`src/rtl/dual_mode_timer.sv`:
```
module dual_mode_timer #(
  parameter int PRE_W  = 15,
  parameter int POST_W = 4
) (
  input  logic       clk,
  input  logic       rst_n,
  input  logic       ext_tick,
  input  logic [1:0] addr,
  input  logic       wr_en,
  input  logic       rd_en,
  input  logic [7:0] wdata,
  output logic [7:0] rdata,
  output logic       match_out,
  output logic       irq
);
  localparam int SEL_W = $clog2(PRE_W + 1);

  logic              en, mode16, flag, ext_sel;
  logic [POST_W-1:0] post_sel, post_cnt;
  logic [SEL_W-1:0]  pre_sel;
  logic [PRE_W-1:0]  pre_cnt, pre_mask;
  logic [7:0]        cnt_lo, cnt_hi, buf_hi;

  wire wr_lo  = wr_en && addr == 2'd0;
  wire wr_hi  = wr_en && addr == 2'd1;
  wire wr_ca  = wr_en && addr == 2'd2;
  wire wr_cb  = wr_en && addr == 2'd3;
  wire rd_lo  = rd_en && addr == 2'd0;

  wire src_tick = en && (!ext_sel || ext_tick);
  assign pre_mask = PRE_W'((33'd1 << pre_sel) - 33'd1);
  wire cnt_tick = src_tick && ((pre_cnt & pre_mask) == pre_mask);
  wire hit8     = !mode16 && cnt_lo == cnt_hi;
  wire wrap16   = mode16 && {cnt_hi, cnt_lo} == 16'hFFFF;
  wire evt      = cnt_tick && !wr_lo && (hit8 || wrap16);
  wire post_hit = post_cnt == post_sel;

  assign irq = flag;

  always_ff @(posedge clk or negedge rst_n)
    if (!rst_n)        pre_cnt <= '0;
    else if (wr_lo)    pre_cnt <= '0;
    else if (src_tick) pre_cnt <= pre_cnt + 1'b1;

  always_ff @(posedge clk or negedge rst_n)
    if (!rst_n) begin
      cnt_lo <= '0;
      cnt_hi <= '0;
    end else if (wr_lo) begin
      cnt_lo <= wdata;
      cnt_hi <= buf_hi;
    end else if (cnt_tick) begin
      if (mode16)    {cnt_hi, cnt_lo} <= {cnt_hi, cnt_lo} + 16'd1;
      else if (hit8) begin
        cnt_lo <= '0;
        cnt_hi <= buf_hi;
      end else       cnt_lo <= cnt_lo + 8'd1;
    end

  always_ff @(posedge clk or negedge rst_n)
    if (!rst_n)                buf_hi <= '0;
    else if (wr_hi)            buf_hi <= wdata;
    else if (rd_lo && mode16)  buf_hi <= cnt_hi;

  always_ff @(posedge clk or negedge rst_n)
    if (!rst_n)        match_out <= 1'b0;
    else if (wr_lo)    match_out <= 1'b0;
    else if (cnt_tick) match_out <= hit8 || wrap16;

  always_ff @(posedge clk or negedge rst_n)
    if (!rst_n)     post_cnt <= '0;
    else if (wr_lo) post_cnt <= '0;
    else if (evt)   post_cnt <= post_hit ? '0 : post_cnt + 1'b1;

  always_ff @(posedge clk or negedge rst_n)
    if (!rst_n)                  flag <= 1'b0;
    else if (evt && post_hit)    flag <= 1'b1;
    else if (wr_ca && !wdata[5]) flag <= 1'b0;

  always_ff @(posedge clk or negedge rst_n)
    if (!rst_n) begin
      en       <= 1'b0;
      mode16   <= 1'b0;
      post_sel <= '0;
      ext_sel  <= 1'b0;
      pre_sel  <= '0;
    end else begin
      if (wr_ca) begin
        en       <= wdata[7];
        mode16   <= wdata[4];
        post_sel <= POST_W'(wdata[3:0]);
      end
      if (wr_cb) begin
        ext_sel <= wdata[6];
        pre_sel <= SEL_W'(wdata[3:0]);
      end
    end

  always_comb
    case (addr)
      2'd0:    rdata = cnt_lo;
      2'd1:    rdata = buf_hi;
      2'd2:    rdata = {en, 1'b0, flag, mode16, 4'(post_sel)};
      default: rdata = {1'b0, ext_sel, 2'b00, 4'(pre_sel)};
    endcase

  a_r2_idle_hold: assert property (@(posedge clk) disable iff (!rst_n)
    !en && !wr_lo |=> $stable(cnt_lo) && $stable(cnt_hi));

  a_r3_match_clears: assert property (@(posedge clk) disable iff (!rst_n)
    $rose(match_out) && !mode16 |-> cnt_lo == 8'd0);

  a_r5_capture: assert property (@(posedge clk) disable iff (!rst_n)
    rd_lo && mode16 && !wr_en |=> buf_hi == $past(cnt_hi));

  a_r6_atomic_load: assert property (@(posedge clk) disable iff (!rst_n)
    wr_lo |=> cnt_lo == $past(wdata) && cnt_hi == $past(buf_hi));

  a_r8_pre_restart: assert property (@(posedge clk) disable iff (!rst_n)
    wr_lo |=> pre_cnt == '0 && !match_out);

  a_r11_flag_sticky: assert property (@(posedge clk) disable iff (!rst_n)
    irq && !(wr_ca && !wdata[5]) |=> irq);
endmodule

```
`config.mk`:
```
export PLATFORM = sky130hd
export DESIGN_NAME = dual_mode_timer
export DESIGN_NICKNAME = d
export VERILOG_FILES = /design/src/rtl/dual_mode_timer.sv
export SDC_FILE = /design/constraint.sdc
export NUM_CORES = 1
export LEC_CHECK = 0
export BUFFER_PORTS_ARGS = -buffer_cell sky130_fd_sc_hd__buf_2
export CAP_MARGIN = 20
export CORE_MARGIN = 3
export CORE_UTILIZATION = 55
export DETAILED_ROUTE_END_ITERATION = 6
export GPL_TIMING_DRIVEN = 1
export PLACE_DENSITY = 0.74
export SETUP_SLACK_MARGIN = 0.4
export SLEW_MARGIN = 20
export SYNTH_ARGS = -nofsm -noshare
export SYNTH_HDL_FRONTEND = slang
export SYNTH_SLANG_ARGS = --single-unit
```
`constraint.sdc`:
```
create_clock -name clk -period 4 [get_ports clk]
set_input_delay 0.2 -clock clk [delete_from_list [all_inputs] [get_ports clk]]
set_output_delay 0.2 -clock clk [all_outputs]
set_load 0.005 [all_outputs]
```
==> flow_summary.json <==
{
  "outcome": "complete, no violations",
  "synthFlopType": "dfrtp_1",
  "path_buf_inv": 0,
  "start_util_pct": 58.95,
  "synth_area_mm2": 0.003635,
  "cp_data_required_time_ns": 4.22,
  "dp_hpwl_um": 6770,
  "core_area_mm2": 0.006166,
  "critPathCaptureType": "register",
  "antenna_found_initial": 0,
  "ys_seq_elements": 56,
  "die_w_um": 87.30,
  "path_cells": "nor2_1 -> nand2_1 -> ha_1 -> or4b_2 -> a21oi_1 -> nand4b_2 -> or2_1 -> o21ai_1 -> a221o_1",
  "chipHeight_um": 87.30,
  "std_cell_rows": 28,
  "grt-ovfl-total": 0,
  "post_cts_buffers": 0,
  "whs_ns": 0.005846,
  "hold_path.class": "in2async",
  "placedCellCount": 482,
  "slew_violations": 0,
  "ys_seq_area_share_pct": 38.55,
  "synth_area_leader_cell": "dfrtp_1",
  "synth.top_cell.area_share_pct": 38.55,
  "hold_viol": 0,
  "grt_pass1_wl_um": 15640,
  "wl_per_cell_um": 19.57,
  "crit_family": "simple AND/OR/NAND/NOR gates",
  "start_kind": "register",
  "drive_gt1_share_pct": 14.46,
  "synth_fa_ha_area_share_pct": 1.377,
  "grt_usage_pct": 26.44,
  "tightest_slew_ns": 1.063,
  "fmax_mhz": 298.0,
  "clock_skew_ns": 0.01666,
  "nets": 433,
  "final.setup.tns_ns": 0,
  "slew_headroom_pct": 29.13,
  "slowest_delay_ns": 0.66,
  "syn_area_per_cell_um2": 8.975,
  "min_period_ns": 3.356,
  "arrival_ns": 3.58,
  "synth-xor-area-share_pct": 6.231,
  "holdBufCountCts": 0,
  "first_pass_iters": 5,
  "p_leak_uw": 0.001621,
  "cts_tree": "yes",
  "yosys.area_share.simple_pct": 23.75,
  "port-buffer-count": 24,
  "place_area_mm2": 0.003746,
  "crit_path_top_delay_cell": "dfrtp_1",
  "stdcell_area_mm2": 0.003905,
  "grt_pass1_vias": 2999,
  "clk_pin_slew_worst_paths_ns": 0.11,
  "muxShareOfSynthArea_pct": 10.29,
  "wl_um": 9588,
  "synth-async-reset-ratio_pct": 100.0,
  "rsz0062_at_grt": "no",
  "via_count": 3236,
  "area_delta_synth_final_pct": 7.436,
  "drc_errors": 0,
  "synthTopCellsByCount": "56 x dfrtp_1, 40 x nor2_1, 33 x nand2_1, 30 x a21oi_1, 21 x o21ai_0",
  "cts_inserted_buffers": 5,
  "htreeDepth": 2,
  "yosysWarnings": 0,
  "cts_resized": 0,
  "drv_cap": 0,
  "clk_latency_ns": 0.33,
  "ant_nets": 0,
  "clock-sinks": 56,
  "period_share_pct": 83.90,
  "ios": 25,
  "grt_max_degree": 57,
  "powerDensity_mw_per_mm2": 458.5,
  "seq_area_mm2": 0.001401,
  "routabilityCongestion": 0.9817,
  "cts-root-buf": "clkbuf_8",
  "fin_cells": 490,
  "clockBufferDepth": 2,
  "synthTopCellsByArea": "dfrtp_1 39%, mux2i_1 4.4%, a21oi_1 4.1%, nor2_1 4.1%, xnor2_1 3.6%",
  "nFillCells": 507,
  "synth_nets": 424,
  "synth_top_family_by_area": "simple AND/OR/NAND/NOR gates",
  "synth_cell_type_count": 59,
  "synthesis.instances": 405,
  "drtIter0Drc": 424,
  "setup-violations-final": 0,
  "crit_fanout": 17,
  "vias_per_cell": 6.604,
  "synth_enable_flop_cells": 0,
  "antenna_cells": 0,
  "ir_drop_v": 0.0002268,
  "dieArea_mm2": 0.007620,
  "critPathKind": "reg2reg",
  "synth.most_common_cell": "dfrtp_1",
  "synth_compound_area_share_pct": 15.32,
  "multi_input_area_mm2": 0.002071
}
layout by cell type, fill, tap and decap left out, types with 14 or more instances in the layout:
cell and instances:
nand3_1 18, a21oi_1 30, buf_2 24, nor3_1 14, o21ai_0 21, dfrtp_1 56
nand2_1 33, xnor2_1 15, nor2_1 40, mux2i_1 16, nand4_1 14
report_power, final:
| part | switching (µW) | internal, µW | total, µW |
|---|---|---|---|
| Clock | 194 | 313 | 507 |
| Sequential | 157 | 653 | 810 |
| Combinational | 253 | 220 | 473 |
| Total | 605 | 1190 | 1790 |
metal layers:
layer	track usage [%]	vias to the layer above	share of wire [%]
li1	-	1500	-
met1	39.84	1540	45
met2	37.33	173	44
met3	7.096	23	9.2
met4	7.113	0	1.6
met5	0	-	0
layout make-up:
type                    count  area share, %
repair buffers             27          3.653
well taps                  75          2.403
multi-input cells         314          53.03
inverters                  10         0.9612
flip-flops and latches     56          35.89
clock buffers               5          1.762
clock inverters             3          2.307
logic make-up (layout without fill, tap and decap cells):
| logic type | count (synthesis) | count (layout) |
|---|---|---|
| flops | 56 | 56 |
| mux | 31 | 31 |
| compound gates | 89 | 89 |
| fa+ha+maj | 4 | 4 |
| simple gates | 165 | 165 |
| buf+inv | 35 | 45 |
| xor+xnor | 25 | 25 |
registers in the layout (all words and copies together) (netlist names):
| name | cells |
|---|---|
| cnt_lo | 8 |
| post_sel | 4 |
| buf_hi | 8 |
| mode16 | 1 |
| ext_sel | 1 |
| pre_cnt | 15 |
| post_cnt | 4 |
| irq | 1 |
| en | 1 |
| pre_sel | 4 |
| match_out | 1 |
| cnt_hi | 8 |
metrics by stage:
step                      total power [µW]  setup slack (ns)  utilization, %
after floorplan                       1136             1.304               -
after global placement                1265            0.9395           60.75
after detailed placement              1277            0.7332           60.75
after CTS                             1784            0.6906           63.33
after global routing                  1893            0.4591           63.33
final                                 1791            0.6440           63.33
path summary, 6_finish.rpt:
check,start,to,slack (ns),cells past startpoint
setup / recovery,pre_sel[1]$_DFFE_PN0P_,cnt_hi[5]$_DFFE_PN0P_,0.64,9
hold / removal,rst_n,pre_cnt[6]$_DFFE_PN0P_,0.006,2
setup reg to reg,pre_sel[1]$_DFFE_PN0P_,cnt_hi[5]$_DFFE_PN0P_,0.64,9
hold reg to reg,en$_DFFE_PN0P_,en$_DFFE_PN0P_,0.55,1
max in group asynchronous,rst_n,post_cnt[0]$_DFFE_PN0P_,3.51,2
min in group clk,wdata[4],mode16$_DFFE_PN0P_,0.13,2
Power figures use the tool's default switching activity.
